[src/rtl/fas_pkg.sv]
package fas_pkg;
  typedef enum logic [1:0] {
    SEL_SEQ    = 2'd0,
    SEL_BRANCH = 2'd1,
    SEL_JUMP   = 2'd2
  } redirect_e;
endpackage

[src/rtl/fas_sext.sv]
module fas_sext #(
  parameter int IN_W  = 16,
  parameter int OUT_W = 32
) (
  input  logic [IN_W-1:0]  din,
  output logic [OUT_W-1:0] dout
);
  localparam int PAD_W = OUT_W - IN_W;

  generate
    if (PAD_W > 0) begin : g_pad
      assign dout = {{PAD_W{din[IN_W-1]}}, din};
    end else begin : g_trunc
      assign dout = din[OUT_W-1:0];
    end
  endgenerate
endmodule

[src/rtl/fas_target_calc.sv]
module fas_target_calc #(
  parameter int ADDR_W      = 32,
  parameter int BOFF_W      = 16,
  parameter int JOFF_W      = 26,
  parameter int INSTR_BYTES = 4
) (
  input  logic [ADDR_W-1:0] cur_pc,
  input  logic [BOFF_W-1:0] br_off,
  input  logic [JOFF_W-1:0] jmp_off,
  output logic [ADDR_W-1:0] seq_addr,
  output logic [ADDR_W-1:0] br_addr,
  output logic [ADDR_W-1:0] jmp_addr
);
  localparam logic [ADDR_W-1:0] STEP = ADDR_W'(INSTR_BYTES);

  logic [ADDR_W-1:0] br_ext;
  logic [ADDR_W-1:0] jmp_ext;

  fas_sext #(.IN_W(BOFF_W), .OUT_W(ADDR_W)) u_br_ext (
    .din  (br_off),
    .dout (br_ext)
  );

  fas_sext #(.IN_W(JOFF_W), .OUT_W(ADDR_W)) u_jmp_ext (
    .din  (jmp_off),
    .dout (jmp_ext)
  );

  // Both redirect targets are relative to the sequential address.
  assign seq_addr = cur_pc + STEP;
  assign br_addr  = seq_addr + br_ext;
  assign jmp_addr = seq_addr + jmp_ext;
endmodule

[src/rtl/fas_redirect.sv]
module fas_redirect
  import fas_pkg::*;
(
  input  logic      is_branch,
  input  logic      test_nonzero,
  input  logic      src_is_zero,
  input  logic      is_jump,
  output redirect_e sel
);
  logic br_taken;

  assign br_taken = is_branch && (src_is_zero != test_nonzero);

  // Jump wins over a branch flagged in the same cycle.
  always_comb begin
    if (is_jump)       sel = SEL_JUMP;
    else if (br_taken) sel = SEL_BRANCH;
    else               sel = SEL_SEQ;
  end
endmodule

[src/rtl/fas_pc_reg.sv]
module fas_pc_reg #(
  parameter int ADDR_W = 32,
  parameter logic [ADDR_W-1:0] RESET_PC = '0
) (
  input  logic              clk,
  input  logic              rst,
  input  logic              en,
  input  logic [ADDR_W-1:0] d,
  output logic [ADDR_W-1:0] q
);
  always_ff @(posedge clk) begin
    if (rst)     q <= RESET_PC;
    else if (en) q <= d;
  end
endmodule

[src/rtl/fetch_addr_seq.sv]
module fetch_addr_seq
  import fas_pkg::*;
#(
  parameter int ADDR_W      = 32,
  parameter int BOFF_W      = 16,
  parameter int JOFF_W      = 26,
  parameter int INSTR_BYTES = 4,
  parameter int REG_IDX_W   = 5,
  parameter int LINK_REG    = 31
) (
  input  logic                 clk,
  input  logic                 rst,
  input  logic                 adv_en,
  input  logic                 is_branch,
  input  logic                 test_nonzero,
  input  logic                 src_is_zero,
  input  logic                 is_jump,
  input  logic                 jump_link,
  input  logic [BOFF_W-1:0]    br_off,
  input  logic [JOFF_W-1:0]    jmp_off,
  output logic [ADDR_W-1:0]    pc,
  output logic [ADDR_W-1:0]    next_pc,
  output logic                 link_we,
  output logic [REG_IDX_W-1:0] link_addr,
  output logic [ADDR_W-1:0]    link_data
);
  localparam logic [REG_IDX_W-1:0] LINK_IDX = REG_IDX_W'(LINK_REG);

  logic [ADDR_W-1:0] seq_addr, br_addr, jmp_addr, chosen;
  redirect_e         sel;

  fas_target_calc #(
    .ADDR_W(ADDR_W), .BOFF_W(BOFF_W), .JOFF_W(JOFF_W), .INSTR_BYTES(INSTR_BYTES)
  ) u_tgt (
    .cur_pc   (pc),
    .br_off   (br_off),
    .jmp_off  (jmp_off),
    .seq_addr (seq_addr),
    .br_addr  (br_addr),
    .jmp_addr (jmp_addr)
  );

  fas_redirect u_sel (
    .is_branch    (is_branch),
    .test_nonzero (test_nonzero),
    .src_is_zero  (src_is_zero),
    .is_jump      (is_jump),
    .sel          (sel)
  );

  always_comb begin
    unique case (sel)
      SEL_JUMP:   chosen = jmp_addr;
      SEL_BRANCH: chosen = br_addr;
      default:    chosen = seq_addr;
    endcase
  end

  assign next_pc = adv_en ? chosen : pc;

  fas_pc_reg #(.ADDR_W(ADDR_W), .RESET_PC('0)) u_pc (
    .clk (clk),
    .rst (rst),
    .en  (adv_en),
    .d   (chosen),
    .q   (pc)
  );

  // The return address is the sequential address, written in the jump's own cycle.
  assign link_we   = adv_en && is_jump && jump_link;
  assign link_addr = LINK_IDX;
  assign link_data = seq_addr;
endmodule

[config.mk]
export PLATFORM = sky130hd
export DESIGN_NAME = fetch_addr_seq
export DESIGN_NICKNAME = d
export VERILOG_FILES = /design/src/rtl/fas_pkg.sv /design/src/rtl/fas_sext.sv /design/src/rtl/fas_target_calc.sv /design/src/rtl/fas_redirect.sv /design/src/rtl/fas_pc_reg.sv /design/src/rtl/fetch_addr_seq.sv
export SDC_FILE = /design/constraint.sdc
export NUM_CORES = 1
export LEC_CHECK = 0
export BUFFER_PORTS_ARGS = -buffer_cell sky130_fd_sc_hd__clkbuf_2
export CAP_MARGIN = 20
export CELL_PAD_IN_SITES_DETAIL_PLACEMENT = 0
export CELL_PAD_IN_SITES_GLOBAL_PLACEMENT = 2
export CORE_ASPECT_RATIO = 0.5
export CORE_MARGIN = 3
export CORE_UTILIZATION = 28
export CTS_CLUSTER_DIAMETER = 200
export DETAILED_ROUTE_END_ITERATION = 7
export PLACE_DENSITY_LB_ADDON = 0.1
export SLEW_MARGIN = 10
export SYNTH_ARGS = -nofsm -noshare
export SYNTH_HDL_FRONTEND = slang
export SYNTH_SLANG_ARGS = --single-unit
[constraint.sdc]
create_clock -name clk -period 7.4 [get_ports clk]
set_input_delay 1.48 -clock clk [delete_from_list [all_inputs] [get_ports clk]]
set_output_delay 1.48 -clock clk [all_outputs]
set_load 0.01 [all_outputs]
## Word-level counts from Yosys, hierarchy flattened

Cells that the tools add are included.

| word-level totals | value |
|---|---|
| bits of input ports | 50 |
| word-level logic and storage cells | 14 |
| register bits after elaboration | 32 |

| cells by class | value |
|---|---|
| eq/ne operators | 3 |
| reductions and logical operators | 3 |
| add/subtract/negate cells | 3 |
| multiplexer cells | 4 |

Operator list:

| operator | number |
|---|---|
| $add A32 B32 Y32 | 2 |
| $pmux W32 S2 | 1 |
| $add A32 B3 Y32 const B | 1 |
| $mux W32 | 1 |
| $logic_and A1 B1 Y1 | 3 |
| $eq A2 B1 Y1 const B | 1 |
| $eq A2 B2 Y1 const B | 1 |
| $mux W2 | 1 |
| $mux W1 | 1 |
| $ne A1 B1 Y1 | 1 |

## Logic depth before layout (Yosys ltp)

Gate-level depths: netlist of the first run.

| depth | value |
|---|---|
| word-level depth | 7 |
| gate-level depth with buffers | 19 |

## By module

Synthesis of the first run repeated with hierarchy kept, for this count alone.

| unflattened totals | value |
|---|---|
| cell total of the unflattened synthesis | 938 |
| area total of the unflattened synthesis | 7344.5 µm² |

By module, submodules not included:

| module | cells each | instances | area each (µm²) |
|---|---|---|---|
| fas_target_calc | 577 | 1 | 4033.9 |
| fetch_addr_seq | 191 | 1 | 1637.8 |
| fas_pc_reg | 103 | 1 | 1163.6 |
| fas_sext | 32 | 2 | 240.2 |
| fas_redirect | 3 | 1 | 28.8 |

## Worst setup path after synthesis of the first run

No wires, ideal clock.

| path | value |
|---|---|
| kind | input to output |
| start point | input test_nonzero |
| end point | output next_pc[26] |
| arrival | 5.266 ns |
| slack | 0.654 ns |
| stages | 19 |
| cells stage by stage | xor2_1 nand2_1 buf_2 buf_1 mux2_2 ha_1 inv_1 fa_1 nor2b_1 o21a_1 o21a_1 o21a_1 o2111ai_1 and3_1 o21ai_1 a221oi_2 xnor2_1 mux2i_1 a21oi_1 |

| on the way | value |
|---|---|
| cells in the longest elaborated chain, start to end | 7 |
| elaborated cells on any way between the ends | 8 |
| classes of those cells | 3 x eq/ne; 4 x mux; 1 x reduce/logical |

RTL lines:

| what | RTL line | RTL |
|---|---|---|
| from (decl) | fetch_addr_seq.sv:15 | `input logic test_nonzero,` |
| $ne A1 B1 Y1 * | fas_redirect.sv:12 | `assign br_taken = is_branch && (src_is_zero != test_nonzero);` |
| $logic_and A1 B1 Y1 * | fas_redirect.sv:12 |  |
| $mux W1 * | fas_redirect.sv:17 | `else if (br_taken) sel = SEL_BRANCH;` |
| $mux W2 * | fas_redirect.sv:16 | `if (is_jump) sel = SEL_JUMP;` |
| $eq A2 B1 Y1 / $eq A2 B2 Y1 (equally long branches) | fetch_addr_seq.sv:52 | `unique case (sel)` |
| $pmux W32 S2 * | fetch_addr_seq.sv:52 |  |
| $mux W32 * | - |  |
| to (decl) | fetch_addr_seq.sv:22 | `output logic [ADDR_W-1:0] next_pc,` |

Mark *: on every way between the ends. The rest lies on a longest branch, timed or not.

## Final worst setup path of the first run

| path | value |
|---|---|
| start point | input is_branch |
| end point | output next_pc[26] |

| on the way | value |
|---|---|
| cells in the longest elaborated chain, start to end | 6 |
| elaborated cells on any way between the ends | 7 |
| classes of those cells | 2 x eq/ne; 4 x mux; 1 x reduce/logical |

RTL lines:

| what | RTL line | RTL |
|---|---|---|
| from (decl) | fetch_addr_seq.sv:14 | `input logic is_branch,` |
| $logic_and A1 B1 Y1 * | fas_redirect.sv:12 |  |
| $mux W1 * | fas_redirect.sv:17 |  |
| $mux W2 * | fas_redirect.sv:16 |  |
| $eq A2 B1 Y1 / $eq A2 B2 Y1 (equally long branches) | fetch_addr_seq.sv:52 |  |
| $pmux W32 S2 * | fetch_addr_seq.sv:52 |  |
| $mux W32 * | - |  |

Marks and branches as above.

==> flow_summary_export.csv, run 1 <==
group,metric,value,unit
synthesis,synth_cell_types,72,
synthesis,synth_ff_type,"dfxtp_1",
worst_setup_path,crit_type,"in2out",
synthesis,synth_most_common_cell,"nand2_1",
power,pwr-share-comb,52.5,%
worst_setup_path,cp-start-kind,"input pin",
power,power.internal,603,µW
sta,setup_tns,0,ps
clocking,cts_tree,"done",
worst_setup_path,r2r_setup_slack,2670,ps
clocking,htree_levels,2,
floorplan,start_util,29.7,%
clocking,clock-sinks,32,
clocking,clockRootBuffer,"clkbuf_16",
grt,grt_pass1_wl,28600,µm
sta,min_period,7070,ps
grt,overflow,0,
synthesis,ys_ff_latch,32,
power,seqPwrFrac,21.9,%
sta,rsz0062_at_grt,"no",
power,worst_ir_drop_vdd,0.0838,mV
floorplan,die_h,98.0,µm
drt,wl,18000,µm
grt,grt_use_met1,27.9,%
grt,grt_max_degree,26,
synthesis,netlist_top_cells_area,"dfxtp_1 (14%), ha_1 (7.9%), xnor2_1 (7.0%), a21oi_1 (6.1%), nand2_1 (5.4%)",
worst_setup_path,worstSetupStartpoint,"is_branch",
floorplan,die_area,0.0186,mm²
grt,first_global_vias,5160,
placement,dp_slack,396,ps
worst_setup_path,cp_max_fo,23,
drt,vias,5167,
clocking,postCtsHoldBufs,0,
drt,viasPerCell,5.12,
placement,gp_congestion,0.837,
worst_setup_path,endpoint_kind,"output port",
clocking,clockBufferDepth,2,
sta,report.final.slew_viol_count,0,
synthesis,synthTopCellsByCount,"nand2_1 (68), a21oi_1 (58), nor2_1 (43), xnor2_1 (38), o21ai_0 (37)",
clocking,worstSkewPairLatency,300,ps
final_layout,drive_above_1_share,25.6,%
synthesis,synthesis.area,0.00474,mm²
clocking,cts_setup_buffers,0,
worst_setup_path,reg2reg_depth,17,
synthesis,ys_warn_count,0,
synthesis,ys_async_sr_fraction,0,%
synthesis,synth_top_area_share,13.5,%
grt,grtUsageMet2,31.0,%
floorplan,rows,32,
worst_setup_path,endpoint,"next_pc[26]",
floorplan,chipWidth,190,µm
sta,setup_violations,0,
worst_setup_path,worstPathRequired,5920,ps
power,power_switching,445,µW
clocking,cts.repair.resized,0,
synthesis,synth_cells,657,
worst_setup_path,r2r_end,"u_pc.q[29]",
final_layout,area_growth,23.4,%
final_layout,diodes,0,
placement,port_buffers,146,
final_layout,largest_register_ffs,32,
status,status,"complete, no violations",
placement,dp_hpwl,14700,µm
final_layout,nets,869,
drt,first_pass_iters,5,
sta,slew_headroom,28.1,%
sta,min_period_over_period,95.5,%
grt,grt_usage,19.4,%
power,pwr_density_cell,179,mW/mm²
floorplan,io_pins,152,
sta,fin_skew,6.40,ps
sta,timing.fmax,141,MHz
run,maxCapViolations,0,
power,swShare,42.5,%
grt,use_met3,3.62,%
final_layout,reg.largest.list,"u_pc.q: 32 flops",
sta,finalHoldViolCount,0,
final_layout,fin_util,36.6,%
power,p_clk_share,25.7,%
synthesis,yosys.area.top_type,"dfxtp_1",
sta,setup_slack,331,ps
drt,drtIter0Drc,223,
clocking,cts_buffers,5,
drt,wl_per_cell,17.8,µm
final_layout,top_register,"u_pc.q",
synthesis,synth-edff-count,0,
worst_setup_path,cp_data_arrival_time,5590,ps
clocking,clk_pin_slew,60,ps
grt,grt_busiest_layer,"met2",
hold_path,hold_depth,2,
floorplan,core_area,0.0160,mm²
drt,route.detailed.drc,0,
grt,antenna_found_initial,0,
power,leakage,0.00282,µW
drt,ant_nets,0,
synthesis,seq_area_frac_synth,13.5,%
worst_setup_path,reg2reg_from,"u_pc.q[2]",
hold_path,hold_class,"reg2reg",
sta,worstMarginPinSlew,1080,ps
synthesis,syn_avg_cell_area,7.22,µm²
-- cell families after synthesis --
| group | count (synthesis) | synth area share, % |
|---|---|---|
| mux | 23 | 5.33 |
| flops | 32 | 13.5 |
| compound gates | 190 | 26.3 |
| buf+inv | 66 | 6.04 |
| other cells | 1 | 0.0791 |
| fa+ha+maj | 33 | 8.76 |
| simple gates | 245 | 27.0 |
| xor+xnor | 67 | 13.0 |
-- critical path, cell delays in order --
cell and delay (ps):
clkbuf_2 120, nor2b_1 180, nand2_1 80, buf_4 330, mux2_2 380, ha_1 210
inv_1 80, fa_1 210, nor2b_1 60, o21a_1 190, o21a_1 210, o21a_1 220
o2111ai_1 280, and3_1 320, o21ai_1 170, a221oi_2 420, xnor2_1 160, mux2i_1 110
a21oi_1 210, clkbuf_2 160
-- cell usage in the layout, fill, tap and decap left out, types with 4 or more instances in the layout --
cell type  count
buf_4         10
clkbuf_16      5
xor2_1        27
nor4_1         5
conb_1         5
ha_1          30
nand4_1       11
nand2b_1       5
a211oi_1       8
a31oi_1        8
or2_2          5
and3_1        12
mux2i_1        5
and4_1         4
xnor2_1       38
nand3_1       21
o21ai_0       37
o21a_1         6
and2_1        29
dfxtp_1       32
mux2_2        18
inv_1         30
or4_1          6
o31ai_1        6
nor2_1        43
nor3_1        14
o311ai_0       4
a21oi_1       57
a21o_1        17
nand2_1       68
or3_1          8
o21bai_1       6
clkbuf_2     146
-- power by group through the flow --
stage                     Combinational [µW]  Sequential, µW  Clock [µW]
after floorplan                          373             227           0
after global placement                   555             233           0
after detailed placement                 552             233           0
after CTS                                556             230         279
after global routing                     617             235         286
final                                    550             229         269
-- metrics by stage --
step                      hold WS, ps  std cells  power [µW]  cell area, µm²
after floorplan                   526        661         600            4760
after global placement            504       1002         788            5670
after detailed placement          515       1002         786            5670
after CTS                         522       1010        1060            5850
after global routing              551       1010        1140            5850
final                             521       1010        1050            5850
-- layer usage --
metal | vias up | part of all wire, %
met5 | - | 0
met4 | 0 | 0.53
met3 | 8 | 4.9
met2 | 119 | 43
met1 | 2395 | 51
li1 | 2645 | -
-- area by class of cell --
type | instances | area, µm²
clock buffers | 7 | 153
clock inverters | 1 | 30.0
fillers | 1788 | 10100
inverters | 30 | 113
multi-input cells | 563 | 3830
flip-flops and latches | 32 | 641
well taps | 221 | 277
repair buffers | 156 | 806
-- worst min-delay path by stage --
stage | start | slack, ps | to
6_report | u_pc.q[31] | 520 | u_pc.q[31]
4_1_cts | u_pc.q[31] | 520 | u_pc.q[31]
3_3_place_gp | u_pc.q[31] | 500 | u_pc.q[31]
2_1_floorplan | u_pc.q[31] | 530 | u_pc.q[31]
5_1_grt | u_pc.q[31] | 550 | u_pc.q[31]
3_5_place_dp | u_pc.q[31] | 520 | u_pc.q[31]
Power figures use the tool's default switching activity.
==> inputs of run 2 (changes only) <==
PLACE_DENSITY = 0.82   (was default)
PLACE_DENSITY_LB_ADDON = default   (was 0.1)
==> run 2 against run 1 <==
Largest power group unchanged. Non-clock buffer count decreased by 1. Maximum frequency increased by 1.9%. Final cell count about the same. Critical endpoint is now next_pc[31]. Worst hold slack improved by 12 ps. Setup slack improved by 130 ps.
==> flow_summary_export.csv, run 2 (synthesized netlist as in run 1, its figures left out) <==
group,metric,value,unit
power,leakage,0.00280,µW
sta,slew_headroom,33.8,%
worst_setup_path,worstPathRequired,5920,ps
floorplan,start_util,29.7,%
sta,finalHoldViolCount,0,
sta,timing.hold.ws,533,ps
sta,timing.fmax,144,MHz
drt,first_pass_iters,4,
drt,drtIter0Drc,524,
worst_setup_path,crit_type,"in2out",
worst_setup_path,path_delay_family,"simple AND/OR/NAND/NOR gates",
sta,report.final.slew_viol_count,0,
floorplan,core_area,0.0160,mm²
sta,rsz0062_at_grt,"no",
clocking,clockRootBuffer,"clkbuf_16",
final_layout,top_register,"u_pc.q",
worst_setup_path,endpoint,"next_pc[31]",
clocking,cts_tree,"done",
clocking,htree_levels,2,
floorplan,die_h,98.0,µm
final_layout,nets,868,
hold_path,hold_class,"reg2reg",
power,pwr_density_cell,175,mW/mm²
worst_setup_path,cp_data_arrival_time,5460,ps
worst_setup_path,r2r_end,"u_pc.q[31]",
drt,ant_nets,0,
worst_setup_path,cp-start-kind,"input pin",
worst_setup_path,cp_max_fo,12,
clocking,worstSkewPairLatency,290,ps
placement,postPlaceCellArea,0.00566,mm²
final_layout,diodes,0,
placement,gp_congestion,0.890,
worst_setup_path,r2r_setup_slack,2630,ps
drt,vias,5336,
clocking,cts.repair.resized,0,
final_layout,drive_above_1_share,25.5,%
clocking,cts_setup_buffers,0,
sta,fin_skew,13.5,ps
floorplan,chipWidth,190,µm
final_layout,fin_util,36.4,%
final_layout,reg.largest.list,"u_pc.q: 32 flops",
worst_setup_path,cp.depth,19,
final_layout,largest_register_ffs,32,
grt,first_global_vias,5154,
clocking,clk_pin_slew,60,ps
worst_setup_path,crit_path_cell_trace,"clkbuf_2 > nor2b_1 > nand2_1 > buf_4 > mux2_2 > ha_1 > and4_1 > nand3_1 > a21oi_1 > nand2b_1 > o21bai_1 > buf_4 > o211ai_1 > and2_1 > a211oi_1 > or4_1 > nand3_1 > nand2_1 > clkbuf_2",
clocking,cts_buffers,5,
floorplan,io_pins,152,
grt,grt_usage,19.2,%
sta,setup_tns,0,ps
drt,wl_per_cell,18.1,µm
grt,overflow,0,
final_layout,finalInstanceArea,0.00581,mm²
final_layout,area_growth,22.5,%
floorplan,rows,32,
grt,grt_max_degree,42,
drt,route.detailed.drc,0,
placement,dp_slack,517,ps
worst_setup_path,reg2reg_from,"u_pc.q[7]",
final_layout,final_cell_mix,"clkbuf_2 (146), nand2_1 (68), a21oi_1 (57)",
grt,antenna_found_initial,0,
status,status,"complete, no violations",
placement,port_buffers,146,
worst_setup_path,worst-path-buf-inv,4,
drt,wl,18300,µm
drt,viasPerCell,5.29,
sta,setup_slack,464,ps
sta,min_period_over_period,93.7,%
worst_setup_path,worstSetupStartpoint,"is_branch",
worst_setup_path,slowest_delay,520,ps
run,maxCapViolations,0,
power,worst_ir_drop_vdd,0.0797,mV
sta,worstMarginPinSlew,992,ps
placement,dp_hpwl,14300,µm
clocking,postCtsHoldBufs,0,
clocking,clock-sinks,32,
worst_setup_path,critical_path.slowest_cell,"or4_1",
grt,grt_pass1_wl,28900,µm
worst_setup_path,endpoint_kind,"output port",
worst_setup_path,reg2reg_depth,15,
clocking,clockBufferDepth,2,
final_layout,final_common_cell,"clkbuf_2",
floorplan,die_area,0.0186,mm²
sta,setup_violations,0,
sta,min_period,6940,ps
==> run 2: cell types whose count changed in the layout (fill, tap and decap cells not counted) <==
| cell | delta |
|---|---|
| clkinv_2 | +2 |
| buf_4 | -1 |
| bufinv_16 | -1 |
| clkbuf_8 | -1 |
==> run 2: report_power, final <==
group | leakage (µW) | switching (µW) | internal [µW]
logic | 0.00246 | 324 | 232
registers | 0.000263 | 38.2 | 192
clock network | 0.0000766 | 96.0 | 133
total | 0.00280 | 458 | 558
==> run 2: routing by layer <==
metal	up-vias	global-route usage, %	wire (µm)
met2	139	30.8	8220
met1	2550	27.6	8920
li1	2639	-	-
met4	0	2.55	93
met3	8	3.26	1060
met5	-	0	0
==> run 2: area by class of cell <==
class,count,area (µm²)
Clock buffer,6,139
Clock inverter,2,10.0
Fill cell,1745,10200
Inverter,30,113
Multi-Input combinational cell,563,3830
Sequential cell,32,641
Tap cell,221,277
Timing Repair Buffer,155,798
==> run 2: how the worst min path moves through the flow <==
stage	start	end	slack [ps]	depth (start not counted)
global placement	u_pc.q[31]	u_pc.q[31]	520	2
CTS	u_pc.q[31]	u_pc.q[31]	530	2
floorplan	u_pc.q[31]	u_pc.q[31]	530	2
finish	u_pc.q[31]	u_pc.q[31]	530	2
detailed placement	u_pc.q[31]	u_pc.q[31]	510	2
global route	u_pc.q[31]	u_pc.q[31]	560	2
==> run 2: worst reg2reg max path: cells and delay by family (launching register included) <==
kind / cells / cell delay (ps)
compound gates: 3 / 730
fa+ha+maj: 1 / 360
mux: 1 / 210
flops: 1 / 470
xor+xnor: 1 / 110
simple gates: 9 / 2760
==> run 2: through the flow <==
step	cells	total power, µW
global route	1009	1090
CTS	1009	1020
finish	1009	1020
detailed placement	1001	785
global placement	1001	787
floorplan	661	600
